[src/rtl/burst_col_pkg.sv]
package burst_col_pkg;
  typedef enum logic [1:0] {
    LEN_1 = 2'd0,
    LEN_2 = 2'd1,
    LEN_4 = 2'd2,
    LEN_8 = 2'd3
  } fixed_len_e;

  typedef struct packed {
    logic       full_page;
    logic       interleave;
    fixed_len_e len;
  } burst_mode_t;
endpackage

[src/rtl/burst_ctl.sv]
module burst_ctl
  import burst_col_pkg::*;
#(
  parameter int COL_W = 9
) (
  input  logic             clk_i,
  input  logic             rst_ni,
  input  logic             start_i,
  input  logic [COL_W-1:0] start_col_i,
  input  logic [2:0]       bl_code_i,
  input  logic             wrap_il_i,
  input  logic             stop_i,
  output logic             active_o,
  output logic             last_o,
  output logic [COL_W-1:0] beat_o,
  output logic [COL_W-1:0] base_o,
  output burst_mode_t      mode_o
);
  logic             active_q;
  logic [COL_W-1:0] beat_q, base_q, len_mask;
  burst_mode_t      mode_q;

  assign len_mask = ~({COL_W{1'b1}} << mode_q.len);
  assign last_o   = active_q && !mode_q.full_page && (beat_q == len_mask);

  always_ff @(posedge clk_i or negedge rst_ni) begin
    if (!rst_ni) begin
      active_q <= 1'b0;
      beat_q   <= '0;
      base_q   <= '0;
      mode_q   <= '0;
    end else if (start_i) begin
      active_q            <= 1'b1;
      beat_q              <= '0;
      base_q              <= start_col_i;
      mode_q.full_page    <= bl_code_i[2];
      mode_q.interleave   <= wrap_il_i;
      mode_q.len          <= fixed_len_e'(bl_code_i[1:0]);
    end else if (active_q) begin
      if (stop_i || last_o) active_q <= 1'b0;
      else                  beat_q   <= beat_q + 1'b1;
    end
  end

  assign active_o = active_q;
  assign beat_o   = beat_q;
  assign base_o   = base_q;
  assign mode_o   = mode_q;
endmodule

[src/rtl/burst_addr_map.sv]
module burst_addr_map
  import burst_col_pkg::*;
#(
  parameter int COL_W = 9
) (
  input  logic [COL_W-1:0] base_i,
  input  logic [COL_W-1:0] beat_i,
  input  burst_mode_t      mode_i,
  output logic [COL_W-1:0] col_o
);
  logic [COL_W-1:0] wrap_mask, seq_col, il_col, pick;

  // full page wraps over the whole row, fixed lengths inside an aligned block
  assign wrap_mask = mode_i.full_page ? {COL_W{1'b1}}
                                      : ~({COL_W{1'b1}} << mode_i.len);
  assign seq_col   = base_i + beat_i;
  assign il_col    = base_i ^ beat_i;
  assign pick      = (mode_i.interleave && !mode_i.full_page) ? il_col : seq_col;

  for (genvar i = 0; i < COL_W; i++) begin : g_bit
    assign col_o[i] = wrap_mask[i] ? pick[i] : base_i[i];
  end
endmodule

[src/rtl/burst_col_gen.sv]
module burst_col_gen
  import burst_col_pkg::*;
#(
  parameter int COL_W = 9
) (
  input  logic             clk_i,
  input  logic             rst_ni,
  input  logic             start_i,
  input  logic [COL_W-1:0] start_col_i,
  input  logic [2:0]       bl_code_i,
  input  logic             wrap_il_i,
  input  logic             stop_i,
  output logic [COL_W-1:0] col_o,
  output logic             valid_o,
  output logic             last_o
);
  logic [COL_W-1:0] beat, base;
  burst_mode_t      mode;

  burst_ctl #(.COL_W(COL_W)) u_ctl (
    .clk_i      (clk_i),
    .rst_ni     (rst_ni),
    .start_i    (start_i),
    .start_col_i(start_col_i),
    .bl_code_i  (bl_code_i),
    .wrap_il_i  (wrap_il_i),
    .stop_i     (stop_i),
    .active_o   (valid_o),
    .last_o     (last_o),
    .beat_o     (beat),
    .base_o     (base),
    .mode_o     (mode)
  );

  burst_addr_map #(.COL_W(COL_W)) u_map (
    .base_i(base),
    .beat_i(beat),
    .mode_i(mode),
    .col_o (col_o)
  );
endmodule

[config.mk]
export PLATFORM = sky130hd
export DESIGN_NAME = burst_col_gen
export DESIGN_NICKNAME = d
export VERILOG_FILES = /design/src/rtl/burst_col_pkg.sv /design/src/rtl/burst_ctl.sv /design/src/rtl/burst_addr_map.sv /design/src/rtl/burst_col_gen.sv
export SDC_FILE = /design/constraint.sdc
export NUM_CORES = 1
export LEC_CHECK = 0
export BUFFER_PORTS_ARGS = -buffer_cell sky130_fd_sc_hd__buf_2
export CAP_MARGIN = 20
export CORE_MARGIN = 2
export CORE_UTILIZATION = 55
export CTS_BUF_LIST = sky130_fd_sc_hd__clkbuf_4 sky130_fd_sc_hd__clkbuf_8 sky130_fd_sc_hd__clkbuf_16
export DETAILED_ROUTE_END_ITERATION = 10
export HOLD_SLACK_MARGIN = 0.15
export PLACE_DENSITY = 0.89
export SLEW_MARGIN = 20
export SYNTH_ARGS = -nofsm -noshare
export SYNTH_HDL_FRONTEND = slang
export SYNTH_SLANG_ARGS = --single-unit
export TNS_END_PERCENT = 10
[constraint.sdc]
create_clock -name clk_i -period 2.85 [get_ports clk_i]
set_clock_uncertainty 0.2 [all_clocks]
set_input_delay 0.285 -clock clk_i [delete_from_list [all_inputs] [get_ports clk_i]]
set_output_delay 0.285 -clock clk_i [all_outputs]
set_load 0.02 [all_outputs]
==> impl_metrics.csv, run 1 <==
group,metric,value,unit
final_layout,areaGrowthSynthToFinish,24.6,%
timing,post-route-period-util,108,%
global_routing,antenna_found_initial,0,
timing,worstMarginPinSlew,0.554,ns
run,drv_cap,0,
timing,slew_violations,0,
floorplanning,initial_utilization,58.1,%
worst_setup_path,path_class,"reg -> out",
final_layout,fin_cells,243,
worst_setup_path,reg2reg_from,"u_ctl.beat_o[4]",
clock_network,cts_max_level,1,
min_path,hp-class,"in -> reg",
drt,route.detailed.drc,0,
floorplanning,num_rows,19,
timing,hold_violations,0,
timing,rsz0062_at_grt,"true",
yosys,synthDistinctLibCells,40,
worst_setup_path,cp.required,2.37,ns
drt,vias,1515,
worst_setup_path,r2r_setup_slack,0.78,ns
floorplanning,die_w,58.0,um
yosys,synth_warnings,0,
place,placed_cells,223,
yosys,ys_dominant_reg_cell,"dfrtp_1",
place,numPortBuffers,27,
status,status,"finished with violations",
place,placed_area,1780,sq um
yosys,synthAdderAreaFrac,8.27,%
drt,wirelength,4120,um
yosys,syn_nets,193,
timing,timing.fmax,0.326,GHz
worst_setup_path,reg2reg_depth,4,
timing,slew_headroom,63.0,%
power,p_leak,0.000896,uW
global_routing,grt_pass1_vias,1498,
yosys,yosysSeqAreaShare,35.9,%
clock_network,root_buffer,"clkbuf_4",
drt,wl_per_cell,17.0,um
final_layout,n_fill_cell,187,
floorplanning,die-area,3360,sq um
clock_network,worstSkewPairLatency,0.33,ns
yosys,synth_top_family_by_area,"simple AND/OR/NAND/NOR gates",
clock_network,cts_tree,"built",
yosys,synthMuxAreaShare,13.4,%
place,place_ws,0.0294,ns
clock_network,cts_buffers,3,
drt,first_pass_iters,5,
drt,drt_iter0_markers,78,
global_routing,grt_pass1_wl,6640,um
final_layout,n_antenna_cell,0,
yosys,netlist_instances,166,
final_layout,final_area,2000,sq um
yosys,yosys.area_share.simple,17.9,%
place,gp_congestion,0.826,
clock_network,clock_path_buffers,2,
yosys,synth_xor_area_share,4.92,%
worst_setup_path,crit_start,"u_ctl.base_o[0]",
floorplanning,chipHeight,58.0,um
yosys,netlist_area,1600,sq um
worst_setup_path,cp-endpoint,"col_o[8]",
worst_setup_path,r2r-end,"u_ctl.beat_o[0]",
timing,worst_slack,-0.218,ns
power,totalPowerFinal,788,uW
status,violations,"setup timing",
yosys,ys_seq_elements,23,
clock_network,clk_pin_slew,0.14,ns
worst_setup_path,cp_data_arrival_time,2.58,ns
global_routing,grt-ovfl-total,0,
final_layout,nNetsFinal,240,
floorplanning,pin_count,28,
power,power_density,394,nW/um^2
final_layout,mostFrequentLayoutCells,"buf_2 (27), dfrtp_1 (23), mux2_2 (16), dlygate4sd3_1 (14), nand2_1 (13)",
yosys,syn_avg_cell_area,9.66,sq um
drt,avgViaCountPerCell,6.23,
timing,setup_violations,3,
floorplanning,core_area,2760,sq um
yosys,synth_edf_count,0,
final_layout,drive_gt1_share,32.1,%
worst_setup_path,critPathLaunchType,"flip-flop",
yosys,ys_async_sr_fraction,100,%
drt,ant_nets,0,
place,dp_hpwl,2750,um
worst_setup_path,worst-path-max-fanout,3,
clock_network,clock_sinks,23,
timing,fin_crit,3.07,ns
worst_setup_path,end_kind,"output port",
yosys,synth_compound_area_share,16.3,%
power,vdd_drop_max,0.425,mV
global_routing,track_usage,26.2,%
global_routing,grt_max_degree,30,
final_layout,final_util,72.4,%
final_layout,mostFrequentLayoutCell,"buf_2",
## worst min path at each step
| stage | cells after the start | slack, ns | startpoint | endpoint |
|---|---|---|---|---|
| floorplan | 0 | -0.21 | rst_ni | u_ctl.active_o |
| global placement | 1 | 0.09 | rst_ni | u_ctl.mode_o[0] |
| detailed placement | 1 | 0.1 | rst_ni | u_ctl.base_o[2] |
| CTS | 2 | 0.22 | start_i | u_ctl.beat_o[6] |
| global route | 2 | 0.25 | start_i | u_ctl.beat_o[6] |
| finish | 2 | 0.23 | start_i | u_ctl.beat_o[6] |
## area by class of cell
cell class              count  area [sq um]  area share, %
well taps                  31          38.8           1.94
clock inverters             1          5.00          0.251
flip-flops and latches     23           576           28.8
clock buffers               3          22.5           1.13
multi-input cells         131          1010           50.5
repair buffers             47           320           16.0
inverters                   7          26.3           1.32
## synth_stat cells, types with 3 or more instances
cell type,number,area (sq um)
inv_1,7,26.3
nor2b_1,6,37.5
xnor2_1,4,35.0
nor3_1,4,20.0
clkbuf_1,3,11.3
mux2_2,16,180
ha_1,9,113
nor2_1,9,33.8
o21ai_0,11,55.1
nand3_1,4,20.0
nand2_1,13,48.8
a31oi_1,3,18.8
dfrtp_1,23,576
a21oi_1,12,60.1
nand2b_1,4,25.0
o211ai_1,3,22.5
xor2_1,5,43.8
## through the flow
| stage | TNS [ns] | hold WS, ns |
|---|---|---|
| 3_5_place_dp | 0 | 0.0993 |
| 5_1_grt | -0.580 | 0.250 |
| 4_1_cts | -0.178 | 0.220 |
| 2_1_floorplan | 0 | -0.211 |
| 6_report | -0.277 | 0.234 |
| 3_3_place_gp | 0 | 0.0861 |
## cell families (layout without fill, tap and decap cells)
logic type / count (synthesis) / in the layout
AOI/OAI and AO/OA: 40 / 40
xor gates and xnor gates: 9 / 9
adders and majority gates: 10 / 10
buffers and inverters: 12 / 58
DFF: 23 / 23
muxes: 19 / 19
and+or+nand+nor: 53 / 53
## power by group
part	switching, uW	leakage (uW)	internal, uW
Sequential	24.4	0.000289	348
Combinational	141	0.000590	117
Clock	104	0.0000177	52.6
Total	269	0.000896	518
## sequential cells by signal, summed over array words and instances (netlist names)
register        count
u_ctl.active_o      1
u_ctl.beat_o        9
u_ctl.mode_o        4
u_ctl.base_o        9
## worst max-delay path, stage by stage, from the launching register on
cell and delay, ns:
dfrtp_1 0.42, ha_2 0.21, fa_2 0.43, a21oi_4 0.20
o221ai_2 0.15, a21oi_2 0.18, mux2_2 0.35, o32ai_1 0.11
buf_2 0.22
## per-layer routing
metal	wire length (um)	share of wire, %	GRT usage, %	up-vias
li1	-	-	-	700
met1	1680	41	33.2	736
met2	2090	51	43.8	67
met3	286	6.9	4.24	12
met4	72	1.7	12.0	0
met5	0	0	0	-
## timing repair
item | in CTS | in global routing
hold endpoints to repair | 36 | 0
resized for setup | 6 | 1
endpoints found under the setup margin | 2 | 4
setup buffers | 2 | 0
hold buffers | 14 | 0
pin swaps | 5 | 0
(Power assumes the default switching activity.)
==> run 2: changes to the inputs <==
--- a/config.mk
+++ b/config.mk
@@ -7,12 +7,14 @@
 export LEC_CHECK = 0
 export BUFFER_PORTS_ARGS = -buffer_cell sky130_fd_sc_hd__buf_2
 export CAP_MARGIN = 20
+export CELL_PAD_IN_SITES_DETAIL_PLACEMENT = 2
+export CELL_PAD_IN_SITES_GLOBAL_PLACEMENT = 2
 export CORE_MARGIN = 2
-export CORE_UTILIZATION = 55
+export CORE_UTILIZATION = 34
 export CTS_BUF_LIST = sky130_fd_sc_hd__clkbuf_4 sky130_fd_sc_hd__clkbuf_8 sky130_fd_sc_hd__clkbuf_16
 export DETAILED_ROUTE_END_ITERATION = 10
 export HOLD_SLACK_MARGIN = 0.15
-export PLACE_DENSITY = 0.89
+export PLACE_DENSITY = 0.88
 export SLEW_MARGIN = 20
 export SYNTH_ARGS = -nofsm -noshare
 export SYNTH_HDL_FRONTEND = slang
==> impl_metrics.csv, run 2 (synthesis results as in run 1) <==
group,metric,value,unit
global_routing,grt-ovfl-total,0,
timing,slew_headroom,58.7,%
global_routing,track_usage,28.5,%
final_layout,multiInputGateArea,1050,sq um
worst_setup_path,end_kind,"output port",
floorplanning,die_w,72.7,um
worst_setup_path,slowest_stage,"dfrtp_1",
drt,route.detailed.drc,0,
clock_network,cts_buffers,3,
timing,worst_slack,-0.0803,ns
final_layout,drive_gt1_share,35.9,%
drt,first_pass_iters,4,
worst_setup_path,path_class,"reg -> out",
worst_setup_path,slowest_delay,0.43,ns
timing,rsz0062_at_grt,"true",
final_layout,fin_cells,269,
worst_setup_path,cp_top_family,"compound AO/OA/AOI/OAI gates",
worst_setup_path,crit_chain,"ha_4, fa_2, a21oi_4, o22ai_2, o41ai_2, xor2_1, o32ai_2, buf_4",
final_layout,final_util,47.9,%
floorplanning,pin_count,28,
power,p_sw_share,35.9,%
worst_setup_path,cp_data_arrival_time,2.45,ns
status,violations,"setup timing",
drt,vias,1592,
floorplanning,chipHeight,72.7,um
floorplanning,num_rows,24,
timing,fin_crit,2.93,ns
power,seq_power_share,41.3,%
clock_network,clock_path_buffers,2,
timing,setup_violations,2,
power,comb_power_share,33.1,%
final_layout,nNetsFinal,245,
power,vdd_drop_max,0.205,mV
timing,slew_violations,0,
power,switchingPower,330,uW
floorplanning,die-area,5280,sq um
run,drv_cap,0,
clock_network,worstSkewPairLatency,0.29,ns
timing,timing.fmax,0.341,GHz
power,power_density,431,nW/um^2
clock_network,clk_pin_slew,0.09,ns
timing,hold_violations,0,
clock_network,root_buffer,"clkbuf_8",
drt,drt_iter0_markers,72,
global_routing,grt_max_degree,30,
final_layout,seqCellArea,576,sq um
floorplanning,initial_utilization,36.1,%
final_layout,mostFrequentLayoutCell,"buf_2",
final_layout,n_antenna_cell,0,
timing,worstMarginPinSlew,0.620,ns
clock_network,cts_tree,"built",
worst_setup_path,worst-path-buf-inv,1,
final_layout,mostFrequentLayoutCells,"buf_2 (26), dfrtp_1 (23), mux2_2 (15), dlygate4sd3_1 (14), nand2_1 (13)",
drt,wirelength,6820,um
power,pwr-share-clk,25.7,%
floorplanning,core_area,4440,sq um
status,status,"finished with violations",
power,internal_power,589,uW
drt,ant_nets,0,
worst_setup_path,cp.required,2.37,ns
worst_setup_path,critPathLaunchType,"flip-flop",
clock_network,clock_sinks,23,
final_layout,areaGrowthSynthToFinish,32.9,%
place,place_ws,-0.00235,ns
timing,post-route-period-util,103,%
final_layout,n_fill_cell,486,
global_routing,antenna_found_initial,0,
drt,wl_per_cell,25.4,um
min_path,hp-class,"in -> reg",
power,p_leak,0.000936,uW
drt,avgViaCountPerCell,5.92,
clock_network,cts_max_level,1,
global_routing,grt_pass1_wl,10800,um
place,numPortBuffers,27,
global_routing,grt_pass1_vias,1827,
place,dp_hpwl,3990,um
place,gp_congestion,0.728,
worst_setup_path,worst-path-max-fanout,3,
place,placed_cells,245,
==> run 2: changes by cell type in the layout (fill, tap and decap cells not counted), sizes merged <==
| cell | before | now |
|---|---|---|
| buf | 33 | 38 |
| clkinv | 1 | 0 |
| clkbuf | 3 | 4 |
==> run 2: path summary, 6_finish.rpt <==
check | slack, ns | cells after the start | end | from
max | -0.08 | 8 | col_o[8] | u_ctl.base_o[0]
min | 0.31 | 2 | u_ctl.beat_o[6] | start_i
max reg2reg | 0.48 | 7 | u_ctl.beat_o[0] | u_ctl.beat_o[0]
min reg2reg | 0.37 | 1 | u_ctl.base_o[6] | u_ctl.base_o[6]
max in group asynchronous | 1.76 | 2 | u_ctl.base_o[4] | rst_ni
min in group asynchronous | 0.32 | 2 | u_ctl.mode_o[1] | rst_ni
==> run 2: power by group through the flow <==
stage               sequential (uW)  clock (uW)  combinational (uW)
detailed placement              380           0                 246
floorplan                       373           0                 162
CTS                             374         229                 283
global route                    382         253                 326
finish                          379         236                 304
global placement                377           0                 228
==> run 2: per-stage QoR <==
| stage | instance area, sq um | setup TNS (ns) | power (uW) | hold slack (ns) |
|---|---|---|---|---|
| floorplan | 1600 | 0 | 535 | -0.211 |
| global placement | 1810 | 0 | 604 | 0.102 |
| detailed placement | 1810 | -0.00235 | 626 | 0.102 |
| CTS | 2080 | -0.0394 | 887 | 0.316 |
| global route | 2130 | -0.379 | 960 | 0.348 |
| finish | 2130 | -0.0950 | 919 | 0.309 |
==> run 2: area by class of cell <==
type / instances / area share (%)
Tap cell: 52 / 3.06
Timing Repair Buffer: 52 / 16.9
Multi-Input combinational cell: 131 / 49.5
Sequential cell: 23 / 27.0
Inverter: 7 / 1.23
Clock buffer: 4 / 2.29
==> run 2: what timing repair did <==
action | 4_1_cts | 5_1_grt
endpoints found under the hold margin | 36 | 0
setup endpoints to repair | 3 | 5
resized for setup | 11 | 5
pin swaps | 4 | 6
hold buffers | 14 | 0
setup buffers | 4 | 2
==> run 2: layer usage <==
metal  GRT usage, %  part of all wire [%]
met2           50.7                    53
met4           13.4                   3.7
met1           33.5                    40
met3           4.14                   4.1
met5              0                     0
